===== config.mk =====
export PLATFORM = sky130hd
export DESIGN_NAME = lockwdt_top
export DESIGN_NICKNAME = d
export VERILOG_FILES = /design/src/rtl/lockwdt_pkg.sv /design/src/rtl/lockwdt_busdec.sv /design/src/rtl/lockwdt_modereg.sv /design/src/rtl/lockwdt_counter.sv /design/src/rtl/lockwdt_event.sv /design/src/rtl/lockwdt_top.sv
export SDC_FILE = /design/constraint.sdc
export NUM_CORES = 1
export LEC_CHECK = 0
export CAP_MARGIN = 20
export CELL_PAD_IN_SITES_DETAIL_PLACEMENT = 0
export CELL_PAD_IN_SITES_GLOBAL_PLACEMENT = 1
export CORE_ASPECT_RATIO = 0.5
export CORE_MARGIN = 2
export CORE_UTILIZATION = 31
export CTS_BUF_LIST = sky130_fd_sc_hd__clkbuf_4 sky130_fd_sc_hd__clkbuf_8 sky130_fd_sc_hd__clkbuf_16
export CTS_CLUSTER_SIZE = 30
export DETAILED_ROUTE_END_ITERATION = 10
export PLACE_DENSITY = 0.89
export SLEW_MARGIN = 40
export SYNTH_ARGS = -nofsm -noshare
export SYNTH_HDL_FRONTEND = slang
export SYNTH_SLANG_ARGS = --single-unit

===== constraint.sdc =====
create_clock -name clk -period 2 [get_ports clk]
set_input_delay 0.5 -clock clk [delete_from_list [all_inputs] [get_ports clk]]
set_output_delay 0.5 -clock clk [all_outputs]
set_load 0.05 [all_outputs]

===== src/rtl/lockwdt_pkg.sv =====
// Package: shared constants and types for the lockable watchdog timer.
// Assumes an 8-bit control register with exactly two writable bits.
package lockwdt_pkg;

    localparam int unsigned CTRL_W   = 8;
    localparam int unsigned IDX_W    = $clog2(CTRL_W);
    localparam int unsigned RUN_POS  = 7;
    localparam int unsigned MODE_POS = 4;
    localparam int unsigned NUM_CTRL = 2;

    // Mask of the bits software may set
    localparam logic [CTRL_W-1:0] CTRL_MASK = (CTRL_W'(1) << RUN_POS) | (CTRL_W'(1) << MODE_POS);

    typedef enum logic {
        MODE_INTERVAL = 1'b0,
        MODE_WATCHDOG = 1'b1
    } tmr_mode_e;

    // Position of control slot k (0 = start bit, 1 = mode bit)
    function automatic int unsigned ctrl_pos(input int unsigned k);
        return (k == 0) ? RUN_POS : MODE_POS;
    endfunction

endpackage


===== src/rtl/lockwdt_busdec.sv =====
// Module: lockwdt_busdec
// Turns one bus write (byte-wide or single-bit) into per-control-bit "set"
// requests. It never produces a clear request: the register only locks upward.
// Assumes bus_wr is high for exactly one cycle per write.
module lockwdt_busdec
    import lockwdt_pkg::*;
(
    input  logic              bus_wr,
    input  logic              bus_bit_mode,
    input  logic [CTRL_W-1:0] bus_wdata,
    input  logic [IDX_W-1:0]  bus_bit_idx,
    input  logic              bus_bit_val,
    output logic [NUM_CTRL-1:0] set_req
);

    // Sink for data bits that are hard-wired to zero
    logic unused_wdata;
    assign unused_wdata = ^(bus_wdata & ~CTRL_MASK);

    for (genvar k = 0; k < NUM_CTRL; k++) begin : g_slot
        localparam int unsigned POS = ctrl_pos(k);
        logic byte_hit;
        logic bit_hit;

        // Per slot: a byte write with a 1 in this position, or a bit write of 1 to this index
        always_comb begin
            byte_hit   = bus_wdata[POS];
            bit_hit    = (bus_bit_idx == IDX_W'(POS)) && bus_bit_val;
            set_req[k] = bus_wr && (bus_bit_mode ? bit_hit : byte_hit);
        end
    end

endmodule


===== src/rtl/lockwdt_modereg.sv =====
// Module: lockwdt_modereg
// Holds the start and mode bits with set-only semantics and builds the readback.
// A write of 1 to the start bit also produces a one-cycle restart strobe,
// whether or not the bit was already set.
// Assumes a synchronous active-low reset is the only way to clear the bits.
module lockwdt_modereg
    import lockwdt_pkg::*;
(
    input  logic                clk,
    input  logic                rst_n,
    input  logic [NUM_CTRL-1:0] set_req,
    output logic                run,
    output tmr_mode_e           mode,
    output logic                restart,
    output logic [CTRL_W-1:0]   rdata
);

    logic run_q;
    logic mode_q;

    // Set-only register: a request may raise a bit, only reset lowers it
    always_ff @(posedge clk) begin
        if (!rst_n) begin
            run_q  <= 1'b0;
            mode_q <= 1'b0;
        end else begin
            run_q  <= run_q  | set_req[0];
            mode_q <= mode_q | set_req[1];
        end
    end

    // Restart strobe follows any write of 1 to the start bit
    assign restart = set_req[0];
    assign run     = run_q;
    assign mode    = tmr_mode_e'(mode_q);

    // Readback: only the two control positions are live, the rest read 0
    always_comb begin
        rdata           = '0;
        rdata[RUN_POS]  = run_q;
        rdata[MODE_POS] = mode_q;
    end

    AST_RUN_LOCKED: assert property (@(posedge clk) disable iff (!rst_n)
        run_q |=> run_q);
    AST_MODE_LOCKED: assert property (@(posedge clk) disable iff (!rst_n)
        mode_q |=> mode_q);
    AST_RDATA_ZERO_BITS: assert property (@(posedge clk) disable iff (!rst_n)
        (rdata & ~CTRL_MASK) == '0);

endmodule


===== src/rtl/lockwdt_counter.sv =====
// Module: lockwdt_counter
// Up-counter from 0 to TERM_CNT-1. A restart clears it, and restart wins over
// everything else. In interval mode it wraps at the terminal count. In watchdog
// mode it holds there. Assumes TERM_CNT >= 2 and TERM_CNT fits in CNT_W bits.
module lockwdt_counter
    import lockwdt_pkg::*;
#(
    parameter int unsigned CNT_W    = 16,
    parameter int unsigned TERM_CNT = 50000
) (
    input  logic             clk,
    input  logic             rst_n,
    input  logic             run,
    input  tmr_mode_e        mode,
    input  logic             restart,
    output logic             at_term,
    output logic [CNT_W-1:0] cnt
);

    localparam logic [CNT_W-1:0] TERM_M1 = CNT_W'(TERM_CNT - 1);

    logic [CNT_W-1:0] cnt_q;

    // Terminal-count detector
    assign at_term = (cnt_q == TERM_M1);

    // Count update: restart clears, a run advances or wraps, watchdog holds at the top
    always_ff @(posedge clk) begin
        if (!rst_n) begin
            cnt_q <= '0;
        end else if (restart) begin
            cnt_q <= '0;
        end else if (run) begin
            if (!at_term) begin
                cnt_q <= cnt_q + CNT_W'(1);
            end else if (mode == MODE_INTERVAL) begin
                cnt_q <= '0;
            end
        end
    end

    assign cnt = cnt_q;

    AST_RESTART_CLEARS: assert property (@(posedge clk) disable iff (!rst_n)
        restart |=> (cnt_q == '0));
    AST_IDLE_AT_ZERO: assert property (@(posedge clk) disable iff (!rst_n)
        !run |-> (cnt_q == '0));
    AST_NO_OVERRUN: assert property (@(posedge clk) disable iff (!rst_n)
        cnt_q <= TERM_M1);

endmodule


===== src/rtl/lockwdt_event.sv =====
// Module: lockwdt_event
// Produces the registered output events at the terminal count: a one-cycle
// interval interrupt, or a sticky watchdog reset request. A restart in the same
// cycle suppresses both. Assumes at_term comes straight from the counter state.
module lockwdt_event
    import lockwdt_pkg::*;
(
    input  logic      clk,
    input  logic      rst_n,
    input  logic      run,
    input  tmr_mode_e mode,
    input  logic      restart,
    input  logic      at_term,
    output logic      tick_irq,
    output logic      reset_req
);

    logic fire;
    logic irq_q;
    logic req_q;

    // Terminal event is live only while running and not pre-empted by a restart
    assign fire = run && at_term && !restart;

    // Interrupt pulse: high for the single cycle after an interval wrap
    always_ff @(posedge clk) begin
        if (!rst_n) irq_q <= 1'b0;
        else        irq_q <= fire && (mode == MODE_INTERVAL);
    end

    // Reset request: raised on a watchdog expiry, held until hardware reset
    always_ff @(posedge clk) begin
        if (!rst_n)                              req_q <= 1'b0;
        else if (fire && mode == MODE_WATCHDOG)  req_q <= 1'b1;
    end

    assign tick_irq  = irq_q;
    assign reset_req = req_q;

    AST_IRQ_SINGLE: assert property (@(posedge clk) disable iff (!rst_n)
        irq_q |=> !irq_q);
    AST_REQ_STICKY: assert property (@(posedge clk) disable iff (!rst_n)
        req_q |=> req_q);
    AST_EVENTS_EXCLUSIVE: assert property (@(posedge clk) disable iff (!rst_n)
        !(irq_q && $rose(req_q)));

endmodule


===== src/rtl/lockwdt_top.sv =====
// Module: lockwdt_top
// Lockable watchdog/interval timer: the bus decode feeds the set-only control
// register, which drives the counter and the event generator.
// Assumes clk is the already-prescaled timer clock and that the reset request
// is turned into a hardware reset outside this block.
module lockwdt_top
    import lockwdt_pkg::*;
#(
    parameter int unsigned CNT_W    = 16,
    parameter int unsigned TERM_CNT = 50000
) (
    input  logic              clk,
    input  logic              rst_n,
    input  logic              bus_wr,
    input  logic              bus_bit_mode,
    input  logic [CTRL_W-1:0] bus_wdata,
    input  logic [IDX_W-1:0]  bus_bit_idx,
    input  logic              bus_bit_val,
    output logic [CTRL_W-1:0] bus_rdata,
    output logic              tick_irq,
    output logic              wdt_reset_req,
    output logic [CNT_W-1:0]  count
);

    localparam logic [CNT_W-1:0] TERM_M1 = CNT_W'(TERM_CNT - 1);

    logic [NUM_CTRL-1:0] set_req;
    logic                run;
    tmr_mode_e           mode;
    logic                restart;
    logic                at_term;

    lockwdt_busdec u_busdec (
        .bus_wr       (bus_wr),
        .bus_bit_mode (bus_bit_mode),
        .bus_wdata    (bus_wdata),
        .bus_bit_idx  (bus_bit_idx),
        .bus_bit_val  (bus_bit_val),
        .set_req      (set_req)
    );

    lockwdt_modereg u_modereg (
        .clk     (clk),
        .rst_n   (rst_n),
        .set_req (set_req),
        .run     (run),
        .mode    (mode),
        .restart (restart),
        .rdata   (bus_rdata)
    );

    lockwdt_counter #(
        .CNT_W    (CNT_W),
        .TERM_CNT (TERM_CNT)
    ) u_counter (
        .clk     (clk),
        .rst_n   (rst_n),
        .run     (run),
        .mode    (mode),
        .restart (restart),
        .at_term (at_term),
        .cnt     (count)
    );

    lockwdt_event u_event (
        .clk       (clk),
        .rst_n     (rst_n),
        .run       (run),
        .mode      (mode),
        .restart   (restart),
        .at_term   (at_term),
        .tick_irq  (tick_irq),
        .reset_req (wdt_reset_req)
    );

    AST_IRQ_WITH_WRAP: assert property (@(posedge clk) disable iff (!rst_n)
        tick_irq |-> (count == '0));
    AST_EXPIRE_AT_TOP: assert property (@(posedge clk) disable iff (!rst_n)
        $rose(wdt_reset_req) |-> (count == TERM_M1));
    AST_RESTART_PRIORITY: assert property (@(posedge clk) disable iff (!rst_n)
        (restart && !wdt_reset_req) |=> (!tick_irq && !wdt_reset_req));

endmodule


==> qor.csv <==
stage,metric,value,unit
critical_path,worstPathRequired,1500,ps
timing,timing.slew.headroom,0.6661,
clock_tree,cts_tree,yes,
synthesis,synth_area,1087,um^2
clock_tree,numCtsBuffers,3,
synthesis,netlist_top_cells_count,"dfxtp_1 (20), nor2_1 (18), buf_4 (9), nand4_1 (8)",
placement,placed_cells,203,
grt,grt_pass1_wl,3739,um
clock_tree,path_clk_slew,70,ps
timing,slew_violations,0,
drt,antenna_left,0,
critical_path,path_cells,clkdlybuf4s50_1,
synthesis,ys_ff_latch,20,
clock_tree,root_buffer,clkbuf_8,
synthesis,synth_top_area_frac,0.3682,
timing,final_hold_viol_count,0,
synthesis,synth_edf_count,0,
die,fp-row-count,15,
critical_path,start_kind,flop,
critical_path,slowest_delay,810,ps
power_and_ir_drop,share_comb_of_total_power,0.125,
critical_path,critical_path_class,reg2out,
synthesis,ys_types,32,
drt,drc,0,
grt,grt_max_degree,15,
power_and_ir_drop,leakage,0.5308,nW
drt,vias_per_cell,4.816,
clock_tree,cts.repair.resized,0,
layout,nets,174,
synthesis,synth_cells,126,
synthesis,avgSynthCellArea,8.629,um^2
synthesis,synth-async-reset-ratio,0,
power_and_ir_drop,pwr-share-clk,0.340,
layout,antenna_cells,0,
die,die-width,87.76,um
critical_path,cp.arrival,1390,ps
run_status,status,"finished, final reports clean",
die,initial_core_util,0.3201,
drt,vias,992,
synthesis,synthTopCellsByArea,"dfxtp_1 (37%), buf_4 (6.2%), nor2_1 (6.2%), and4_1 (4.8%), nand4_1 (4.6%)",
power_and_ir_drop,netSwitchingFraction,0.2516,
clock_tree,post-cts-setup-buffer-count,0,
clock_tree,cts_hold_buf,0,
critical_path,slowest_stage,clkdlybuf4s50_1,
clock_tree,worstSkewPairLatency,250,ps
power_and_ir_drop,finalPower,0.7642,mW
die,fp.dieH,45.88,um
synthesis,yosysWarningCount,0,
flow_run,drv_cap,0,
layout,layout-area-overhead-vs-synth,28.54,%
layout,fill_cells,355,
placement,gp_congestion,0.7642,
worst_hold_path,min_path_type,reg2reg,
drt,drt-initial-drc-count,10,
power_and_ir_drop,sequentialPowerShare,0.536,
die,num_io_pins,42,
power_and_ir_drop,cellPowerDensity,546.8,nW/um^2
clock_tree,h-tree-depth,1,
grt,antenna_found_initial,0,
layout,drive_gt1_frac,0.2194,
drt,first_pass_iters,2,
synthesis,synth_flop_cell,dfxtp_1,
clock_tree,clock-sinks,20,
drt,wl_per_cell,11.23,um
grt,grt.overflow.total,0,
synthesis,ys_seq_area_frac,0.3682,
power_and_ir_drop,vdd_drop_max,0.2014,mV
placement,io_buffers,29,
timing,setup_viol,0,
critical_path,crit_path_end_kind,output pin,
clock_tree,clockBufferDepth,2,
placement,dp_hpwl,1774,um
critical_path,path_delay_family,buffers and inverters,
timing,fmax,527.8,MHz
timing,tightest_slew,499.3,ps
grt,grt_use_total,0.1191,
grt,grt_pass1_vias,853,
layout,final_cells,206,
synthesis,yosysMostFrequentCell,dfxtp_1,
critical_path,path_buf_inv,1,
timing,finClkSkew,1.311,ps
timing,timing.final.crit_share,0.9473,
critical_path,crit_fanout,2,
synthesis,yosys.area.top_type,dfxtp_1,
die,die_area,4026,um^2
die,core_area,3397,um^2
drt,wirelength,2314,um
power_and_ir_drop,power.internal,0.5719,mW
power_and_ir_drop,p_switching,0.1923,mW
timing,final.min_clock_period,1895,ps
timing,rsz0062_at_grt,no,
cells by family (layout without fill, tap and decap cells):
kind of cell	count (synthesis)	count (layout)	synth area share
multiplexers	1	1	0.01036
XOR/XNOR	9	9	0.07249
AO/OA/AOI/OAI	18	18	0.1162
adder cells (fa/ha/maj)	1	1	0.01151
buffers and inverters	14	38	0.08861
other	1	6	0.003449
flip-flops	20	20	0.3682
AND/OR/NAND/NOR	62	62	0.3291
area by class of cell:
| class | count | area (um^2) | share of cell area |
|---|---|---|---|
| multi-input combinational | 97 | 609.3 | 0.4360 |
| sequential | 20 | 400.4 | 0.2865 |
| timing repair buffer | 33 | 275.3 | 0.1970 |
| tap | 51 | 63.81 | 0.04566 |
| clock buffer | 3 | 41.29 | 0.02954 |
| inverter | 2 | 7.507 | 0.005372 |
layout by cell type, fill, tap and decap left out, types with 3 or more instances in the layout:
cell type	netlist	layout
clkbuf_8	0	3
nand4_1	8	8
or3_1	3	3
xnor2_1	5	5
o21ai_0	4	4
and4_1	6	6
nor2_1	18	18
dfxtp_1	20	20
nand2_1	7	7
xor2_1	4	4
nor3_1	5	5
conb_1	1	6
nand3_1	6	6
buf_4	9	22
a21oi_1	7	7
clkdlybuf4s50_1	0	11
flip-flops by register name (all words and copies together) (netlist names):
signal             cells
u_modereg.run          1
u_event.tick_irq       1
u_counter.cnt         16
u_modereg.mode         1
u_event.reset_req      1
power groups by stage:
stage | Clock, mW | Sequential (mW) | Combinational (mW)
6_report | 0.260 | 0.409 | 0.0952
5_1_grt | 0.280 | 0.410 | 0.102
4_1_cts | 0.269 | 0.409 | 0.0958
3_5_place_dp | 0 | 0.419 | 0.0955
3_3_place_gp | 0 | 0.419 | 0.0949
2_1_floorplan | 0 | 0.420 | 0.0730
layer usage:
layer / GRT usage / vias up / part of all wire
met5: 0 / - / 0
met4: 0.02769 / 0 / 0.0073
met3: 0.03442 / 2 / 0.057
met2: 0.2045 / 21 / 0.44
met1: 0.1505 / 463 / 0.49
li1: - / 506 / -
worst paths after layout:
path	from	to	slack, ps	cells past startpoint
setup reg to reg	u_modereg.run	u_counter.cnt[15]	340	4
setup / recovery	u_event.reset_req	wdt_reset_req	110	1
hold / removal	u_event.reset_req	u_event.reset_req	470	1
hold reg to reg	u_event.reset_req	u_event.reset_req	470	1
through the flow:
step	setup TNS, ps	utilization	instance area, um^2	hold WS (ps)	worst slack (ps)
after global routing	0	0.4114	1398	508.2	70.00
after floorplan	0	-	1106	539.5	200.6
final	0	0.4114	1398	474.2	105.4
after CTS	0	0.4114	1398	474.8	99.89
after detailed placement	-118.8	0.3993	1356	457.7	-66.61
after global placement	-99.08	0.3993	1356	449.5	-54.14
Note: power is estimated with default switching activity, not from simulation.
